## config.mk

```make
export PLATFORM = sky130hd
export DESIGN_NAME = conv_enc_k7
export DESIGN_NICKNAME = d
export VERILOG_FILES = /design/src/rtl/conv_enc_pkg.sv /design/src/rtl/conv_enc_history.sv /design/src/rtl/conv_enc_parity.sv /design/src/rtl/conv_enc_k7.sv
export SDC_FILE = /design/constraint.sdc
export NUM_CORES = 1
export LEC_CHECK = 0
export BUFFER_PORTS_ARGS = -buffer_cell sky130_fd_sc_hd__buf_2
export CELL_PAD_IN_SITES_DETAIL_PLACEMENT = 0
export CELL_PAD_IN_SITES_GLOBAL_PLACEMENT = 1
export CORE_AREA = 2 2 39 41
export CTS_CLUSTER_SIZE = 25
export DETAILED_ROUTE_END_ITERATION = 7
export DIE_AREA = 0 0 41 43
export PLACE_DENSITY = 0.67
export SKIP_CTS_REPAIR_TIMING = 1
export SLEW_MARGIN = 15
export SYNTH_ARGS = -nofsm -noshare
export SYNTH_HDL_FRONTEND = slang
export SYNTH_HIERARCHICAL = 1
export SYNTH_SLANG_ARGS = --single-unit
export TNS_END_PERCENT = 10
```

## constraint.sdc

```tcl
create_clock -name clk -period 1.6 [get_ports clk]
set_input_delay 0.08 -clock clk [delete_from_list [all_inputs] [get_ports clk]]
set_output_delay 0.08 -clock clk [all_outputs]
set_load 0.01 [all_outputs]
```

## src/rtl/conv_enc_pkg.sv

```systemverilog
package conv_enc_pkg;
  // Code symbol width for a rate-half code.
  localparam int unsigned SYM_W = 2;

  // Default constraint length and generator masks (octal).
  localparam int unsigned DEF_CL = 7;
  localparam logic [DEF_CL-1:0] DEF_GEN_A = 7'o171;
  localparam logic [DEF_CL-1:0] DEF_GEN_B = 7'o133;

  typedef logic [SYM_W-1:0] code_sym_t;
endpackage

```

## src/rtl/conv_enc_history.sv

```systemverilog
module conv_enc_history #(
  parameter int unsigned MEM = 6
) (
  input  logic           clk,
  input  logic           rst,
  input  logic           shift_en,
  input  logic           bit_in,
  output logic [MEM-1:0] hist
);
  // hist[MEM-1] is the most recently accepted bit.
  always_ff @(posedge clk) begin
    if (rst) begin
      hist <= '0;
    end else if (shift_en) begin
      hist <= {bit_in, hist[MEM-1:1]};
    end
  end

  AST_HIST_HOLD: assert property (@(posedge clk) disable iff (rst)
    !shift_en |=> $stable(hist));

  AST_HIST_NEWEST: assert property (@(posedge clk) disable iff (rst)
    shift_en |=> hist[MEM-1] == $past(bit_in));

  AST_HIST_AGE: assert property (@(posedge clk) disable iff (rst)
    shift_en |=> hist[MEM-2:0] == $past(hist[MEM-1:1]));
endmodule

```

## src/rtl/conv_enc_parity.sv

```systemverilog
module conv_enc_parity #(
  parameter int unsigned            WIDTH = 7,
  parameter int unsigned            NOUT  = 2,
  parameter logic [NOUT*WIDTH-1:0]  GENS  = {7'o171, 7'o133}
) (
  input  logic [WIDTH-1:0] vec,
  output logic [NOUT-1:0]  par
);
  // The first generator in GENS drives the highest output bit.
  for (genvar g = 0; g < NOUT; g++) begin : g_tap
    localparam int unsigned HI = (NOUT - g) * WIDTH - 1;
    assign par[NOUT-1-g] = ^(vec & GENS[HI -: WIDTH]);
  end
endmodule

```

## src/rtl/conv_enc_k7.sv

```systemverilog
module conv_enc_k7
  import conv_enc_pkg::*;
#(
  parameter int unsigned        CL    = DEF_CL,
  parameter logic [CL-1:0]      GEN_A = DEF_GEN_A,
  parameter logic [CL-1:0]      GEN_B = DEF_GEN_B
) (
  input  logic       clk,
  input  logic       rst,
  input  logic       in_valid,
  input  logic       in_bit,
  output logic       out_valid,
  output logic [1:0] out_sym
);
  localparam int unsigned MEM = CL - 1;

  logic [MEM-1:0] hist;
  code_sym_t      sym_next;

  conv_enc_history #(.MEM(MEM)) u_hist (
    .clk      (clk),
    .rst      (rst),
    .shift_en (in_valid),
    .bit_in   (in_bit),
    .hist     (hist)
  );

  conv_enc_parity #(
    .WIDTH (CL),
    .NOUT  (SYM_W),
    .GENS  ({GEN_A, GEN_B})
  ) u_par (
    .vec (({in_bit, hist})),
    .par (sym_next)
  );

  always_ff @(posedge clk) begin
    if (rst) begin
      out_valid <= 1'b0;
      out_sym   <= '0;
    end else begin
      out_valid <= in_valid;
      if (in_valid) out_sym <= sym_next;
    end
  end

  AST_ACCEPT_VALID: assert property (@(posedge clk) disable iff (rst)
    in_valid |=> out_valid);

  AST_IDLE_QUIET: assert property (@(posedge clk) disable iff (rst)
    !in_valid |=> !out_valid && $stable(out_sym));

  AST_IMPULSE_HEAD: assert property (@(posedge clk) disable iff (rst)
    in_valid && in_bit && hist == '0 |=> out_sym == 2'b11);

  AST_ZERO_ROOT: assert property (@(posedge clk) disable iff (rst)
    in_valid && !in_bit && hist == '0 |=> out_sym == 2'b00);
endmodule

```

* Word level (Yosys, flattened, before mapping)
Cells that the tools add are included.
** Storage, ports and cells
- Bits in registers :: 9
- Latch bits :: 0
- Bits in writable memories :: 0
- Bits in read-only memories :: 0
- Output and inout bits :: 3
- Word-level logic and storage cells :: 5
- Memories :: 0
** Operators by class
- $add $sub $neg :: 0
- $mul :: 0
- Divide/modulo/power cells :: 0
- $lt $le $gt $ge :: 0
- Eq/ne operators :: 0
- Shift operators :: 0
- Mux-type cells :: 0
- Bitwise operators :: 0
- Reduce and logical (&&, ||, !) cells :: 2
** Operator list (number)
- $reduce_xor A7 Y1 :: 2

* Longest topological paths before layout
Gate-level depths: netlist of run 1.
- Depth after elaboration :: 1
- Mapped depth :: 4
- Depth with buffers taken out :: 4

* By module
Netlist of run 1, hierarchy kept.
** By module, submodules not included
- conv_enc_history :: times used 1, cells an instance 19, area each 214.0 µm², sequential area each 120.1 µm²
- conv_enc_k7 :: times used 1, cells an instance 8, area each 93.8 µm², sequential area each 60.1 µm²
- conv_enc_parity :: times used 1, cells an instance 4, area each 72.6 µm², sequential area each 0.0 µm²

* Least setup slack after synthesis of run 1
OpenSTA, ideal clock, no wires.
- Path kind :: register to register
- Start :: reg u_hist.hist[4]
- End :: reg out_sym[0]
- Setup time :: 0.114 ns
- Arrival :: 0.997 ns
- Setup slack :: 0.488 ns
- Cell stages (with the launch flop) :: 5
- Path buffers :: 0
- Clock period less this slack :: 1.112 ns
- Cells stage by stage :: dfxtp_1 xnor2_2 xor3_1 mux2i_1 nor2_1
** Between the ends
- Cells in the longest elaborated chain, start to end :: 1
** Ends and longest elaborated chain
- from (decl) :: RTL line conv_enc_history.sv:8 : output logic [MEM-1:0] hist
- from (signal assigned) :: RTL line conv_enc_history.sv:15 : hist <= {bit_in, hist[MEM-1:1]};
- $reduce_xor A7 Y1 :: RTL line conv_enc_parity.sv:12 : assign par[NOUT-1-g] = ^(vec & GENS[HI -: WIDTH]);
- net sym_next[0] :: RTL line conv_enc_k7.sv:18 : code_sym_t sym_next;
- to (signal assigned) :: RTL line conv_enc_k7.sv:43 : if (in_valid) out_sym <= sym_next;
- to (decl) :: RTL line conv_enc_k7.sv:13 : output logic [1:0] out_sym
The timed path passes the listed nets, and every way through them passes these cells.
A chain may end at the register's enable or synchronous reset.

* Worst setup path after layout of run 1
- Start :: reg u_hist.hist[4]
- End :: reg out_sym[1]
Same word-level chain as after synthesis.

==> results.yml, run 1 <==
sta:
  setup_slack_ns: 0.397
  worst_slew_margin_rel: 0.836
  fmax_mhz: 831
  fin_setup_tns_ns: 0
  rsz0062_at_grt: "false"
  setup_viol: 0
  drv_slew: 0
  final_hold_viol_count: 0
  period_needed_ns: 1.20
  fin_worst_skew_ns: 0.00110
  worstMarginPinSlew_ns: 0.247
  fin_crit_sh: 0.752
final_layout:
  num_antenna_cells: 0
  fillers: 150
  final_layout_size_suffix_gt1_frac: 0.250
  fin_nets: 45
  syn2layout_area_growth_pct: 17.1
  fin_area_um2: 445
global_route:
  grt_max_degree: 10
  antenna_found_initial: 0
  grt_usage: 0.0883
  grt-ovfl-total: 0
  grt_pass1_wl_um: 986
  grt_pass1_vias: 260
place:
  dpl_cell_area_um2: 419
  gp_congestion: 0.709
  post-place-ws_ns: 0.395
  portBuffers: 6
floorplan:
  core-area_um2: 1380
  die_area_um2: 1760
  initial_core_util: 0.275
  dieWidth_um: 41
  dieHeight_um: 43
  io_pins: 7
  placementRows: 14
setup_path:
  crit_type: "reg2reg"
  worstRegToRegCells: 4
  critPathCaptureType: "flop"
  startpoint_type: "flop"
  cp_max_fo: 3
  critical_path_arrival_ns: 1.35
  worst_ep_required_time_ns: 1.74
cts:
  cts_htree_levels: 1
  cts.sinks: 9
  cts_buffer_depth: 2
  cts_tree: "built"
  path_clk_slew_ns: 0.06
  numCtsBuffers: 3
  clock_latency_ns: 0.25
  cts_root_buffer: "clkbuf_4"
synth:
  synth_cell_type_count: 8
  syn_nets: 35
  yosys_warnings: 6
  synthCells: 31
  synth_area_um2: 380
  yosys.area.top_type_share: 0.474
  synthArstFlopShare: 0
  syn_avg_cell_area_um2: 12.3
  ys.flop_type: "dfxtp_1"
  synth_edf_count: 0
  yosysSeqAreaShare: 0.474
  yosysTopAreaCell: "dfxtp_1"
  ys_top_cells_by_area: "dfxtp_1, mux2i_1, xor3_1"
  yosys.cell_count.top_type: "dfxtp_1"
  synthTopCellsByCount: "dfxtp_1, mux2i_1, nor2_1"
  ys_ff_latch: 9
min_path:
  hold_class: "in2reg"
  min_path_cells: 2
route:
  via_per_inst: 4.41
  wl_um: 570
  drtAntennaViolNets: 0
  wl_per_cell_um: 10.2
  drt_iter0_markers: 3
  vias: 247
  first_pass_iters: 3
  remaining_drc_errors: 0
power_and_ir_drop:
  p_per_area_nw_per_um2: 1030
  p_int_uw: 359
  irDropWorstVdd_mv: 0.492
  seqPwrFrac: 0.519
  switching_share: 0.217
  clkPwrFrac: 0.365
  p_leak_uw: 0.000217
  switchingPower_uw: 99.2
  p_comb_frac: 0.116
flow_run:
  drv_cap: 0
run_status:
  status: "completed"
==> kinds of logic (layout without fill, tap and decap cells) <==
| family | after synthesis | in the layout | synth area share |
|---|---|---|---|
| and+or+nand+nor | 9 | 9 | 0.0954 |
| buffers and inverters | 1 | 10 | 0.0296 |
| DFF | 9 | 9 | 0.474 |
| muxes | 8 | 8 | 0.211 |
| xor gates and xnor gates | 4 | 4 | 0.191 |
==> critical path: stages (launching register included) <==
cell and delay, ns:
dfxtp_1 0.39, xnor2_2 0.16, xor3_1 0.34, mux2i_1 0.15, nor2_1 0.06
==> cell type report <==
type,count,area (um^2),share of cell area
multi-input cells,21,189,0.424
clock buffers,4,26.3,0.0590
well taps,16,20.0,0.0449
repair buffers,6,30.0,0.0674
flip-flops and latches,9,180,0.404
==> metal layers <==
layer | vias to the layer above | wire length (um) | global-route usage
met1 | 121 | 224 | 0.0900
met2 | 5 | 310 | 0.128
met3 | 0 | 35 | 0.0209
met4 | 0 | 0 | 0.100
met5 | - | 0 | 0
li1 | 121 | - | -
==> stage by stage <==
stage	std cells	total power [uW]	util	hold slack, ns
2_1_floorplan	31	281	-	0.152
3_3_place_gp	52	295	0.303	0.363
3_5_place_dp	52	296	0.303	0.374
4_1_cts	56	471	0.322	0.0976
5_1_grt	56	484	0.322	0.115
6_report	56	458	0.322	0.105
==> cell usage in the layout (no fill, tap or decap) <==
master / n
mux2i_1: 8
xnor2_1: 1
buf_2: 6
clkbuf_1: 1
dfxtp_1: 9
nor2b_1: 1
clkbuf_4: 3
xor3_1: 2
nor2_1: 8
xnor2_2: 1
==> power groups by stage <==
stage	combinational, uW	clock, uW	sequential (uW)
after floorplan	35.9	0	245
after global placement	52.5	0	242
after detailed placement	53.9	0	243
after CTS	54.3	179	238
after global routing	58.6	187	238
final	53.3	167	238
==> state kept, by name (all words and copies together), names as in the netlist <==
signal / count
u_hist/hist: 6
out_valid: 1
out_sym: 2
==> worst paths after layout <==
kind | slack [ns] | endpoint | startpoint
min | 0.11 | out_valid | rst
min reg2reg | 0.49 | out_sym[0] | out_sym[0]
max | 0.40 | out_sym[1] | u_hist/hist[4]
max reg2reg | 0.40 | out_sym[1] | u_hist/hist[4]
(Power assumes the default switching activity.)
==> inputs of run 2 (changes only) <==
--- a/config.mk
+++ b/config.mk
@@ -12,7 +12,7 @@
 export CTS_CLUSTER_SIZE = 25
 export DETAILED_ROUTE_END_ITERATION = 7
 export DIE_AREA = 0 0 41 43
-export PLACE_DENSITY = 0.67
+export PLACE_DENSITY = 0.69
 export SKIP_CTS_REPAIR_TIMING = 1
 export SLEW_MARGIN = 15
 export SYNTH_ARGS = -nofsm -noshare
==> constraint.sdc (replaced) <==
create_clock -name clk -period 1 [get_ports clk]
set_input_delay 0.05 -clock clk [delete_from_list [all_inputs] [get_ports clk]]
set_output_delay 0.05 -clock clk [all_outputs]
set_load 0.01 [all_outputs]
==> results.yml, run 2 (synthesis gave the netlist of run 1 again) <==
cts:
  cts_root_buffer: "clkbuf_4"
  cts_tree: "built"
  cts_buffer_depth: 2
  cts.sinks: 9
  path_clk_slew_ns: 0.06
  cts_htree_levels: 1
  numCtsBuffers: 3
  clock_latency_ns: 0.26
setup_path:
  critical_path_arrival_ns: 1.29
  worstRegToRegCells: 4
  r2r-start: "u_hist/hist[4]"
  crit_type: "reg2reg"
  worst_ep_required_time_ns: 1.15
  startpoint_type: "flop"
  r2r_slack_ns: -0.14
  max_stage_delay_ns: 0.35
  cp_max_fo: 2
  crit_chain: "xnor2_4 -> xor3_1 -> mux2i_1 -> nor2_1"
  critical-path-slowest-cell: "dfxtp_2"
  critPathCaptureType: "flop"
  r2r_end: "out_sym[1]"
route:
  remaining_drc_errors: 0
  wl_um: 591
  first_pass_iters: 2
  wl_per_cell_um: 9.85
  via_per_inst: 4.00
  vias: 240
  drtAntennaViolNets: 0
  drt_iter0_markers: 3
floorplan:
  placementRows: 14
  io_pins: 7
  die_area_um2: 1760
  initial_core_util: 0.275
  dieHeight_um: 43
  dieWidth_um: 41
  core-area_um2: 1380
sta:
  fmax_mhz: 876
  setup_viol: 2
  worst_slew_margin_rel: 0.834
  setup_slack_ns: -0.142
  worstMarginPinSlew_ns: 0.250
  fin_setup_tns_ns: -0.275
  period_needed_ns: 1.14
  rsz0062_at_grt: "true"
  hold_slack_ns: 0.0682
  fin_crit_sh: 1.14
  drv_slew: 0
  fin_worst_skew_ns: 0.00737
  final_hold_viol_count: 0
final_layout:
  final_core_util: 0.358
  final_cell_mix: "mux2i_1, nor2_1, dfxtp_1"
  finalNonFillerCells: 60
  final_layout_size_suffix_gt1_frac: 0.364
  largest_register_ffs: 6
  fin_nets: 49
  syn2layout_area_growth_pct: 30.3
  reg.largest.list: "u_hist/hist: 6 flops, out_sym: 2 flops, out_valid: 1 flops"
  largest-register: "u_hist/hist"
  num_antenna_cells: 0
power_and_ir_drop:
  irDropWorstVdd_mv: 0.760
  power.total_uw: 753
  p_leak_uw: 0.000241
  p_per_area_nw_per_um2: 1520
place:
  portBuffers: 6
  dp_hpwl_um: 435
  dp.cells: 56
  gp_congestion: 0.684
global_route:
  antenna_found_initial: 0
  grt-ovfl-total: 0
  grt_max_degree: 10
  grt_usage: 0.0909
  grt_pass1_wl_um: 1010
  grt_pass1_vias: 246
min_path:
  min_to: "u_hist/hist[4]"
  hold_class: "in2reg"
  holdCritStartpoint: "rst"
  min_path_cells: 2
run_status:
  violations: "setup timing"
  status: "finished, violations left"
flow_run:
  drv_cap: 0
[run 2: cell types whose count changed in the layout (fill, tap and decap cells not counted), sizes merged]
cell,delta
buf,+4
[run 2: how the worst max path moves through the flow]
| stage | from | end | slack [ns] |
|---|---|---|---|
| 4_1_cts | u_hist/hist[4] | out_sym[1] | -0.18 |
| 3_3_place_gp | u_hist/hist[4] | out_sym[0] | -0.15 |
| 3_5_place_dp | u_hist/hist[4] | out_sym[1] | -0.16 |
| 6_report | u_hist/hist[4] | out_sym[1] | -0.14 |
| 5_1_grt | u_hist/hist[4] | out_sym[0] | -0.22 |
| 2_1_floorplan | u_hist/hist[4] | out_sym[0] | -0.10 |
[run 2: layout make-up]
cell class,count,area [um^2]
fill,151,888
sequential,9,181
multi-input combinational,21,208
clock buffer,4,26.3
tap,16,20.0
timing repair buffer,10,60.1
[run 2: per-stage QoR]
step           setup slack [ns]  instance area [um^2]
6_report                 -0.142                   495
4_1_cts                  -0.179                   477
3_5_place_dp             -0.161                   450
5_1_grt                  -0.220                   495
2_1_floorplan            -0.102                   382
3_3_place_gp             -0.150                   450
[run 2: metal layers]
layer,vias up,GRT usage,share of wire
met2,5,0.109,0.45
met4,0,0.100,0.017
li1,128,-,-
met3,2,0.0157,0.047
met1,105,0.121,0.48
met5,-,0,0
[run 2: report_power, final]
group / switching [uW] / total (uW) / internal (uW)
clock network: 122 / 275 / 153
registers: 7.39 / 380 / 373
logic: 40.3 / 97.7 / 57.3
[run 2: worst max-delay path: cells and delay by family (launching register included)]
kind          cells  cell delay [ns]
flops             1             0.35
xor+xnor          2             0.49
simple gates      1             0.05
mux               1             0.14
==> inputs of run 3 (changes only) <==
--- a/config.mk
+++ b/config.mk
@@ -12,6 +12,7 @@
 export CTS_CLUSTER_SIZE = 25
 export DETAILED_ROUTE_END_ITERATION = 7
 export DIE_AREA = 0 0 41 43
+export GPL_TIMING_DRIVEN = 0
 export PLACE_DENSITY = 0.69
 export SKIP_CTS_REPAIR_TIMING = 1
 export SLEW_MARGIN = 15
==> results.yml, run 3 (synthesis gave the netlist of run 1 again) <==
final_layout:
  final_cell_mix: "mux2i_1, nor2_1, buf_2, dfxtp_1"
  fillers: 153
  syn2layout_area_growth_pct: 28.0
  largest-register: "u_hist/hist"
  num_antenna_cells: 0
  reg.largest.list: "u_hist/hist: 6 flops, out_sym: 2 flops, out_valid: 1 flops"
  largest_register_ffs: 6
  final_layout_size_suffix_gt1_frac: 0.381
  final_core_util: 0.352
  fin_nets: 47
power_and_ir_drop:
  p_per_area_nw_per_um2: 1530
  p_leak_uw: 0.000235
  irDropWorstVdd_mv: 0.592
floorplan:
  core-area_um2: 1380
  die_area_um2: 1760
  dieHeight_um: 43
  dieWidth_um: 41
  io_pins: 7
  initial_core_util: 0.275
  placementRows: 14
place:
  gp_congestion: 0.645
  portBuffers: 6
  post-place-ws_ns: -0.206
cts:
  cts_buffer_depth: 2
  cts_tree: "built"
  clock_latency_ns: 0.25
  numCtsBuffers: 3
  cts_htree_levels: 1
  path_clk_slew_ns: 0.06
  cts_root_buffer: "clkbuf_4"
  cts.sinks: 9
setup_path:
  crit_type: "reg2reg"
  critPathCaptureType: "flop"
  startpoint_type: "flop"
  cp_max_fo: 2
  worst_ep_required_time_ns: 1.15
  critical_path_arrival_ns: 1.32
sta:
  fin_crit_sh: 1.17
  period_needed_ns: 1.17
  worst_slew_margin_rel: 0.878
  fin_worst_skew_ns: 0.00202
  worstMarginPinSlew_ns: 0.183
  fmax_mhz: 852
  rsz0062_at_grt: "true"
  setup_viol: 2
  drv_slew: 0
  setup_slack_ns: -0.173
  final_hold_viol_count: 0
global_route:
  grt_pass1_wl_um: 800
  grt-ovfl-total: 0
  antenna_found_initial: 0
  grt_usage: 0.0802
  grt_max_degree: 10
  grt_pass1_vias: 196
route:
  first_pass_iters: 2
  remaining_drc_errors: 0
  wl_um: 546
  drt_iter0_markers: 7
  drtAntennaViolNets: 0
  vias: 244
  via_per_inst: 4.21
  wl_per_cell_um: 9.41
flow_run:
  drv_cap: 0
min_path:
  hold_class: "in2reg"
run_status:
  status: "finished, violations left"
  violations: "setup timing"
run 3: layer usage:
layer  vias up  track usage  share of wire
met1       109       0.0933           0.49
met2         5       0.0844           0.45
met3         2       0.0314          0.042
met4         0        0.120          0.018
met5         -            0              0
li1        128            -              -
run 3: worst paths after layout:
kind	start	end	slack, ns	depth (start not counted)
worst min-delay path	rst	u_hist/hist[4]	0.07	2
worst max register to register	u_hist/hist[0]	out_sym[1]	-0.17	5
worst max-delay path	u_hist/hist[0]	out_sym[1]	-0.17	5
worst min register to register	out_sym[0]	out_sym[0]	0.49	2
run 3: area by class of cell:
cell class	instances	area [um^2]	area share
Buffer	1	11.3	0.0231
Clock buffer	4	26.3	0.0540
Multi-Input combinational cell	21	208	0.427
Sequential cell	9	184	0.378
Tap cell	16	20.0	0.0411
Timing Repair Buffer	7	37.5	0.0771
run 3: stage by stage:
stage	cell area (um^2)	hold slack, ns	total power (uW)	std cells	TNS [ns]
after floorplan	382	0.115	450	31	-0.203
after detailed placement	432	0.344	479	53	-0.406
after CTS	458	0.0590	765	57	-0.447
after global placement	432	0.343	478	53	-0.338
final	487	0.0675	746	58	-0.324
after global routing	487	0.0864	788	58	-0.461
run 3: worst max-delay path, cell delays in order (launching register included):
cell and delay, ns:
dfxtp_2 0.33, xnor2_2 0.20, buf_4 0.14, xor3_1 0.20, mux2i_1 0.15, nor2_1 0.05
run 3: where the power goes:
part	switching (uW)	internal [uW]	total [uW]
registers	8.39	373	382
logic	39.0	54.6	93.6
clock network	117	153	270
total	165	581	746
